[src/rtl/uart_rb_pkg.sv]
package uart_rb_pkg;

    typedef enum logic [1:0] {
        QM_OFF = 2'd0,
        QM_STD = 2'd1,
        QM_EXT = 2'd2
    } qmode_e;

    localparam logic [2:0] OFS_DATA  = 3'd0;
    localparam logic [2:0] OFS_DIVHI = 3'd1;
    localparam logic [2:0] OFS_QCTL  = 3'd2;
    localparam logic [2:0] OFS_LINE  = 3'd3;
    localparam logic [2:0] OFS_MCTL  = 3'd4;
    localparam logic [2:0] OFS_LSTAT = 3'd5;
    localparam logic [2:0] OFS_MSTAT = 3'd6;

    localparam int QCTL_EN_BIT  = 0;
    localparam int QCTL_EXT_BIT = 5;
    localparam int LINE_DIV_BIT = 7;
    localparam int MCTL_RTS_BIT = 1;

    localparam int STD_DEPTH = 16;

endpackage

[src/rtl/uart_rb_fifo.sv]
module uart_rb_fifo #(
    parameter int DEPTH = 64,
    parameter int W     = 8,
    localparam int AW   = $clog2(DEPTH),
    localparam int CW   = AW + 1
) (
    input  logic          clk,
    input  logic          rst_n,
    input  logic          flush,
    input  logic          push,
    input  logic          pop,
    input  logic [W-1:0]  din,
    input  logic [CW-1:0] cap,
    output logic [W-1:0]  dout,
    output logic [CW-1:0] count,
    output logic          empty,
    output logic          full
);

    logic [W-1:0]  mem [DEPTH];
    logic [AW-1:0] rd_ptr;
    logic [AW-1:0] wr_ptr;
    logic [CW-1:0] cnt_q;
    logic          do_push;
    logic          do_pop;

    assign empty   = (cnt_q == '0);
    assign full    = (cnt_q >= cap);
    assign do_push = push && !full && !flush;
    assign do_pop  = pop && !empty && !flush;
    assign dout    = mem[rd_ptr];
    assign count   = cnt_q;

    always_ff @(posedge clk) begin
        if (!rst_n || flush) begin
            rd_ptr <= '0;
            wr_ptr <= '0;
            cnt_q  <= '0;
        end else begin
            if (do_push) begin
                wr_ptr <= wr_ptr + AW'(1);
            end
            if (do_pop) begin
                rd_ptr <= rd_ptr + AW'(1);
            end
            unique case ({do_push, do_pop})
                2'b10:   cnt_q <= cnt_q + CW'(1);
                2'b01:   cnt_q <= cnt_q - CW'(1);
                default: cnt_q <= cnt_q;
            endcase
        end
    end

    always_ff @(posedge clk) begin
        if (do_push) begin
            mem[wr_ptr] <= din;
        end
    end

endmodule

[src/rtl/uart_rb_qmode.sv]
module uart_rb_qmode
    import uart_rb_pkg::*;
#(
    parameter int EXT_DEPTH = 64,
    localparam int CW       = $clog2(EXT_DEPTH) + 1
) (
    input  logic          clk,
    input  logic          rst_n,
    input  logic          ctl_we,
    input  logic [7:0]    ctl_val,
    output logic          q_on,
    output logic          q_big,
    output logic          q_flush,
    output logic [CW-1:0] q_cap
);

    qmode_e state_q;
    qmode_e state_d;

    // State register
    always_ff @(posedge clk) begin
        if (!rst_n) begin
            state_q <= QM_OFF;
        end else begin
            state_q <= state_d;
        end
    end

    // Next state and outputs
    always_comb begin
        state_d = state_q;
        if (ctl_we) begin
            if (!ctl_val[QCTL_EN_BIT]) begin
                state_d = QM_OFF;
            end else if (ctl_val[QCTL_EXT_BIT]) begin
                state_d = QM_EXT;
            end else begin
                state_d = QM_STD;
            end
        end
        q_flush = ctl_we && (state_d != state_q);

        unique case (state_q)
            QM_STD: begin
                q_on  = 1'b1;
                q_big = 1'b0;
                q_cap = CW'(STD_DEPTH);
            end
            QM_EXT: begin
                q_on  = 1'b1;
                q_big = 1'b1;
                q_cap = CW'(EXT_DEPTH);
            end
            default: begin
                q_on  = 1'b0;
                q_big = 1'b0;
                q_cap = CW'(1);
            end
        endcase
    end

endmodule

[src/rtl/uart_rb_decode.sv]
module uart_rb_decode
    import uart_rb_pkg::*;
(
    input  logic [2:0] addr,
    input  logic       rd,
    input  logic       wr,
    input  logic       div_access,
    output logic       we_txq,
    output logic       we_div_lo,
    output logic       we_div_hi,
    output logic       we_qctl,
    output logic       we_line,
    output logic       we_mctl,
    output logic       re_rxq
);

    always_comb begin
        we_txq    = 1'b0;
        we_div_lo = 1'b0;
        we_div_hi = 1'b0;
        we_qctl   = 1'b0;
        we_line   = 1'b0;
        we_mctl   = 1'b0;
        re_rxq    = rd && (addr == OFS_DATA) && !div_access;
        if (wr) begin
            unique case (addr)
                OFS_DATA: begin
                    we_txq    = !div_access;
                    we_div_lo = div_access;
                end
                OFS_DIVHI: we_div_hi = div_access;
                OFS_QCTL:  we_qctl   = 1'b1;
                OFS_LINE:  we_line   = 1'b1;
                OFS_MCTL:  we_mctl   = 1'b1;
                default:   ;
            endcase
        end
    end

endmodule

[src/rtl/uart_regbank.sv]
module uart_regbank
    import uart_rb_pkg::*;
#(
    parameter int EXT_DEPTH = 64
) (
    input  logic        clk,
    input  logic        rst_n,
    input  logic [2:0]  bus_addr,
    input  logic [7:0]  bus_wdata,
    input  logic        bus_rd,
    input  logic        bus_wr,
    output logic [7:0]  bus_rdata,
    output logic [15:0] divisor,
    output logic [5:0]  line_cfg,
    output logic        fifo_on,
    output logic        fifo_big,
    output logic        rts_out,
    input  logic        cts_in,
    input  logic        dsr_in,
    output logic [7:0]  tx_data,
    output logic        tx_ready,
    input  logic        tx_take,
    input  logic        tx_shift_busy,
    input  logic [7:0]  rx_data,
    input  logic        rx_put
);

    localparam int CW = $clog2(EXT_DEPTH) + 1;

    logic [7:0]    line_q;
    logic [7:0]    div_lo_q;
    logic [7:0]    div_hi_q;
    logic [7:0]    mctl_q;
    logic          div_access;
    logic          we_txq, we_div_lo, we_div_hi, we_qctl, we_line, we_mctl, re_rxq;
    logic          q_flush;
    logic [CW-1:0] q_cap;
    logic [CW-1:0] tx_cnt, rx_cnt;
    logic          tx_empty, tx_full, rx_empty, rx_full;
    logic [7:0]    rx_head;
    logic [7:0]    lstat;
    logic [7:0]    mstat;

    assign div_access = line_q[LINE_DIV_BIT];

    uart_rb_decode u_dec (
        .addr       (bus_addr),
        .rd         (bus_rd),
        .wr         (bus_wr),
        .div_access (div_access),
        .we_txq     (we_txq),
        .we_div_lo  (we_div_lo),
        .we_div_hi  (we_div_hi),
        .we_qctl    (we_qctl),
        .we_line    (we_line),
        .we_mctl    (we_mctl),
        .re_rxq     (re_rxq)
    );

    uart_rb_qmode #(.EXT_DEPTH(EXT_DEPTH)) u_qmode (
        .clk     (clk),
        .rst_n   (rst_n),
        .ctl_we  (we_qctl),
        .ctl_val (bus_wdata),
        .q_on    (fifo_on),
        .q_big   (fifo_big),
        .q_flush (q_flush),
        .q_cap   (q_cap)
    );

    uart_rb_fifo #(.DEPTH(EXT_DEPTH), .W(8)) u_txq (
        .clk   (clk),
        .rst_n (rst_n),
        .flush (q_flush),
        .push  (we_txq),
        .pop   (tx_take),
        .din   (bus_wdata),
        .cap   (q_cap),
        .dout  (tx_data),
        .count (tx_cnt),
        .empty (tx_empty),
        .full  (tx_full)
    );

    uart_rb_fifo #(.DEPTH(EXT_DEPTH), .W(8)) u_rxq (
        .clk   (clk),
        .rst_n (rst_n),
        .flush (q_flush),
        .push  (rx_put),
        .pop   (re_rxq),
        .din   (rx_data),
        .cap   (q_cap),
        .dout  (rx_head),
        .count (rx_cnt),
        .empty (rx_empty),
        .full  (rx_full)
    );

    always_ff @(posedge clk) begin
        if (!rst_n) begin
            line_q   <= 8'h00;
            div_lo_q <= 8'h00;
            div_hi_q <= 8'h00;
            mctl_q   <= 8'h00;
        end else begin
            if (we_line)   line_q   <= bus_wdata;
            if (we_div_lo) div_lo_q <= bus_wdata;
            if (we_div_hi) div_hi_q <= bus_wdata;
            if (we_mctl)   mctl_q   <= bus_wdata;
        end
    end

    assign divisor  = {div_hi_q, div_lo_q};
    assign line_cfg = line_q[5:0];
    assign rts_out  = mctl_q[MCTL_RTS_BIT];
    assign tx_ready = !tx_empty;

    always_comb begin
        lstat    = 8'h00;
        lstat[0] = !rx_empty;
        lstat[5] = tx_empty;
        lstat[6] = tx_empty && !tx_shift_busy;
        mstat    = 8'h00;
        mstat[4] = cts_in;
        mstat[5] = dsr_in;
    end

    always_comb begin
        unique case (bus_addr)
            OFS_DATA:  bus_rdata = div_access ? div_lo_q : (rx_empty ? 8'h00 : rx_head);
            OFS_DIVHI: bus_rdata = div_access ? div_hi_q : 8'h00;
            OFS_LINE:  bus_rdata = line_q;
            OFS_MCTL:  bus_rdata = mctl_q;
            OFS_LSTAT: bus_rdata = lstat;
            OFS_MSTAT: bus_rdata = mstat;
            default:   bus_rdata = 8'h00;
        endcase
    end

endmodule

[config.mk]
export PLATFORM = sky130hd
export DESIGN_NAME = uart_regbank
export DESIGN_NICKNAME = d
export VERILOG_FILES = /design/src/rtl/uart_rb_pkg.sv /design/src/rtl/uart_rb_fifo.sv /design/src/rtl/uart_rb_qmode.sv /design/src/rtl/uart_rb_decode.sv /design/src/rtl/uart_regbank.sv
export SDC_FILE = /design/constraint.sdc
export NUM_CORES = 1
export LEC_CHECK = 0
export CAP_MARGIN = 10
export CORE_ASPECT_RATIO = 0.8
export CORE_MARGIN = 3
export CORE_UTILIZATION = 50
export CTS_BUF_LIST = sky130_fd_sc_hd__clkbuf_2
export DETAILED_ROUTE_END_ITERATION = 8
export PLACE_DENSITY_LB_ADDON = 0.08
export SYNTH_ARGS = -nofsm -noshare
export SYNTH_HDL_FRONTEND = slang
export SYNTH_HIERARCHICAL = 1
export SYNTH_SLANG_ARGS = --single-unit
export TNS_END_PERCENT = 1
[constraint.sdc]
create_clock -name clk -period 6.1 [get_ports clk]
set_input_delay 0.61 -clock clk [delete_from_list [all_inputs] [get_ports clk]]
set_output_delay 0.61 -clock clk [all_outputs]
set_load 0.01 [all_outputs]
After elaboration in Yosys (flattened, before gate mapping)
Memory sizes are Yosys's and may differ from the RTL's. A register that Yosys moved wholly into a read port is not among the register bits.
Cells that the tools add are included.

storage, ports and cells
  flip-flop bits (word level) = 72
  bits in latches = 0
  bits in writable memories = 1024
  ROM bits = 0
  output and inout port bits = 42
  word-level logic and storage cells = 95
  memories = 2

memory list
  memory     depth  width  rd ports  clocked after Yosys merged registers in  write ports  line                text
  u_rxq.mem  64     8      1         1                                        1            uart_rb_fifo.sv:20  logic [W-1:0] mem [DEPTH];
  u_txq.mem  64     8      1         1                                        1            uart_rb_fifo.sv:20

operators by class
  add/sub/neg operators = 8
  multiply operators = 0
  div/mod/pow operators = 0
  magnitude comparators = 2
  eq/ne operators = 13
  shifts and indexed selects = 0
  mux-type cells = 32
  bitwise logic cells = 0
  reductions and logical operators = 27

operator list
  cell                 number
  $pmux 8 s6           1
  $pmux 7 s2           3
  $add 6x1->6 const B  4
  $mux 6               4
  $mux 8               3
  $mux 1               18
  $add 7x1->7 const B  2
  $ge 7x7->1           2
  $logic_not 7->1      2
  $sub 7x1->7 const B  2
  $logic_and 1x1->1    12
  $eq 3x3->1 const B   3
  $logic_not 1->1      8
  $eq 2x1->1 const B   3
  $eq 2x2->1 const B   3
  $eq 3x2->1 const B   2
  $mux 2               3
  $reduce_bool 2->1    2
  $eq 3x1->1 const B   1
  $logic_not 3->1      1
  $ne 2x2->1           1
  $reduce_or 2->1      1
  $logic_or 1x1->1     1

Longest topological paths before layout
  depth in word-level cells = 10
  mapped depth = 19
  mapped depth without buffers = 18

Hierarchy
The synthesis kept the hierarchy.

by module, submodules not included
  module                times used  cells an instance  area each (µm²)
  uart_rb_fifo (u_txq)  1           1056               21414.3
  uart_rb_fifo (u_rxq)  1           1092               21254.1
  uart_regbank          1           173                1715.4
  uart_rb_qmode         1           23                 192.7
  uart_rb_decode        1           11                 78.8

Worst setup path before layout
No wires, ideal clock.

  path kind = in2reg
  start point = input bus_addr[2]
  end point = register u_rxq.cnt_q[6] (netlist: u_rxq/count[6])
  arrival time = 4.070 ns
  path slack = 1.902 ns
  stages on the path = 13
  cell sequence = nor4bb_1 > o31ai_1 > nor3_1 > a2111oi_4 > o21ai_0 > ha_1 > buf_1 > xor2_1 > ha_1 > or4b_1 > a211oi_1 > xnor2_1 > nor2_1

on the way
  longest elaborated chain between the ends = 10

RTL lines
  element                                          line                                    text
  start, declared                                  uart_regbank.sv:8                       input logic [2:0] bus_addr,
  $eq 3x2->1 (*)                                   uart_rb_decode.sv:26                    unique case (addr)
  $mux 1 (*)                                       uart_rb_decode.sv:26
  $mux 1 (*)                                       uart_rb_decode.sv:25                    if (wr) begin
  $mux 2                                           uart_rb_qmode.sv:32                     if (ctl_we) begin
  $ne 2x2->1                                       uart_rb_qmode.sv:41                     q_flush = ctl_we && (state_d != state_q);
  $logic_and 1x1->1 (*)                            uart_rb_qmode.sv:41
  named net q_flush                                uart_regbank.sv:36                      logic q_flush;
  $logic_not 1->1                                  uart_rb_fifo.sv:29, uart_rb_fifo.sv:30
  $logic_and 1x1->1, on equally long branches      uart_rb_fifo.sv:30, uart_rb_fifo.sv:29
  $eq 2x1->1 or $eq 2x2->1 (tied branches)         uart_rb_fifo.sv:46                      unique case ({do_push, do_pop})
  $pmux 7 s2 or $reduce_bool 2->1 (tied branches)  --
  end signal, assigned                             uart_rb_fifo.sv:47                      2'b10: cnt_q <= cnt_q + CW'(1);
  end signal, assigned                             uart_rb_fifo.sv:48                      2'b01: cnt_q <= cnt_q - CW'(1);
  end signal, assigned                             uart_rb_fifo.sv:49                      default: cnt_q <= cnt_q;
  end, declared                                    uart_rb_fifo.sv:23                      logic [CW-1:0] cnt_q;

The timed path passes the listed nets; every way through them passes the cells marked *.
A chain may end at the register's enable or synchronous reset.

==> summary.md <==
| Metric | Value |
|---|---|
| # setup viols final | 0 |
| Worst Hold Class | in2reg |
| Sw power | 3.77 mW |
| Vias | 24000 |
| Nets | 2698 |
| Setup crit start kind | flip-flop |
| Worst EP arrival | 5170 ps |
| Layout cells sized above 1 | 29.1% |
| Overflow after GRT | 0 |
| Cells after Synth | 2351 |
| CTS tree | built |
| First-pass GRT wire length | 159 mm |
| Crit. End Element | output pin |
| Worst setup margin | 319 ps |
| Max VDD drop | 0.000177 V |
| Gr usage total | 23.3% |
| Max Cap Viol | 0 |
| Tmin final | 5780 ps |
| Area grow syn2layout | 10.2% |
| Gpl congestion | 0.860 |
| Vias in the first global route | 24600 |
| Area of the core | 88000 sq um |
| Power share of the sequential group | 57.0% |
| Worst Setup Path Type | reg2out |
| Vias/cell | 5.95 |
| Sw frac | 25.5% |
| Final slew viol count | 0 |
| Die Y | 273 um |
| Final Util | 55.9% |
| Placed insts | 3522 |
| Clock power share | 32.9% |
| Wire per inst | 26.5 um |
| Initial Util | 50.7% |
| DRC violation total after the first TritonRoute iteration | 2416 |
| Non-Filler Instances | 4032 |
| WP data required | 5490 ps |
| Clk pin slew, worst setup/hold paths | 100 ps |
| Worst-path fanout max | 36 |
| Initial antenna violation count | 6 |
| Port Buf Inserts | 69 |
| Post-synthesis cell area | 44600 sq um |
| Die Area | 92900 sq um |
| Bufs on Longest Clock Path | 4 |
| Worst slew pin tran | 1190 ps |
| Pwr dens | 300 nW/um^2 |
| Final Hold Vio Count | 0 |
| Clock sinks | 1108 |
| Cts bufs inserted | 286 |
| Cell Area, Placed | 46500 sq um |
| Yosys warnings | 6 |
| Final worst-path cycle share | 94.8% |
| Comb power frac | 10.1% |
| Pre-antenna DRT Iters | 5 |
| Mean post-synth cell area | 19.0 sq um |
| I/O pin count | 70 |
| Clock Skew | 111 ps |
| Drt total wl | 107 mm |
| Fmax | 0.173 GHz |
| Leak | 15.4 nW |
| Clock Latency Late Sink | 1430 ps |
| HPWL Detailed | 64.2 mm |
| Row Count | 97 |
| DRC | 0 |
| Pre-CTS setup slack | 1060 ps |
| Status | finished clean |
| Final ANT Viol Nets | 0 |
| Relative slew slack | 20.1% |
| CTS H-tree lvls | 5 |
| Int Pwr | 11.0 mW |
| Clk root buf | clkbuf_2 |
| Final Total Pwr | 14.8 mW |
| Chip Width | 340 um |
| Largest net degree at the start of global routing | 69 |
| Final instance area | 49200 sq um |
==> flip-flops by register name, summed over array words and instances (netlist names), named ones only <==
name,count
u_rxq/mem,512
u_txq/mem,512
div_hi_q,8
div_lo_q,8
line_q,8
mctl_q,8
u_rxq/count,7
u_txq/count,7
u_rxq/rd_ptr,6
u_rxq/wr_ptr,6
u_txq/rd_ptr,6
u_txq/wr_ptr,6
u_qmode/state_q,2
==> area by class of cell <==
| type | count | area, sq um |
|---|---|---|
| Clock inverter | 76 | 424 |
| Clock buffer | 406 | 2030 |
| Timing Repair Buffer | 156 | 1410 |
| Tap cell | 1188 | 1490 |
| Multi-Input combinational cell | 1065 | 11300 |
| Antenna cell | 6 | 15.0 |
| Inverter | 27 | 101 |
| Fill cell | 6950 | 38800 |
| Sequential cell | 1108 | 32500 |
==> power by group through the flow <==
stage,registers [mW],logic (mW),clock network (mW)
after CTS,8.43,1.50,5.03
final,8.42,1.49,4.85
after global placement,8.60,1.46,0
after floorplan,8.51,1.08,0
after global routing,8.44,1.60,5.44
after detailed placement,8.60,1.48,0
==> what timing repair did <==
| item | in CTS | in global routing |
|---|---|---|
| setup endpoints to repair | 5 | 1 |
| setup buffers | 1 | 0 |
| pin swaps | 0 | 0 |
| endpoints found under the hold margin | 988 | 0 |
| resized for setup | 0 | 1 |
| cloned | 0 | 0 |
| hold buffers | 20 | 0 |
==> routing by layer <==
| layer | up-vias | global-route usage [%] | share of wire (%) |
|---|---|---|---|
| met5 | - | 0 | 0 |
| met4 | 0 | 6.75 | 1.6 |
| met3 | 137 | 6.17 | 9.0 |
| met2 | 1071 | 32.7 | 44 |
| met1 | 12500 | 36.1 | 46 |
| li1 | 10300 | - | - |
==> stage by stage <==
stage | hold slack [ps] | setup TNS (ps)
after CTS | 24.1 | 0
final | 209 | 0
after floorplan | 467 | 0
after global routing | 65.5 | -58.2
after detailed placement | 509 | 0
after global placement | 487 | 0
==> critical path, stage by stage (launching register included) <==
cell and delay, ps:
dfxtp_4 810, buf_12 300, mux4_2 560, o22ai_1 380, or3_1 200, o31ai_1 260, a21o_1 270, a22o_1 190
a221o_1 330, clkdlybuf4s50_1 490
==> worst paths after layout <==
path | startpoint | endpoint | cells past startpoint | slack (ps)
min reg2reg | u_rxq/wr_ptr[0] | u_rxq/wr_ptr[0] | 2 | 530
max | flip-flop | bus_rdata[0] | 9 | 320
max reg2reg | u_qmode/state_q[0] | u_rxq/mem[28][5] | 9 | 1760
min | bus_wr | u_qmode/state_q[1] | 4 | 210
==> cell usage in the layout (no fill, tap or decap), types with 15 or more instances in the layout <==
cell and n:
a21o_1 15, buf_4 59, dfxtp_1 77, o21ai_0 25
o22ai_1 35, clkinv_1 57, edfxtp_1 1024, nand2_1 44
nor3_1 28, inv_1 26, nor2b_1 50, ha_1 26
nand2b_1 22, a211oi_1 16, xor2_1 19, dlygate4sd3_1 20
buf_2 16, clkbuf_2 406, nand3_1 22, a21oi_1 36
clkdlybuf4s50_1 53, nor2_1 160, a22oi_1 17, or3_1 17
mux2i_1 88, mux4_2 264
(Power assumes the default switching activity.)
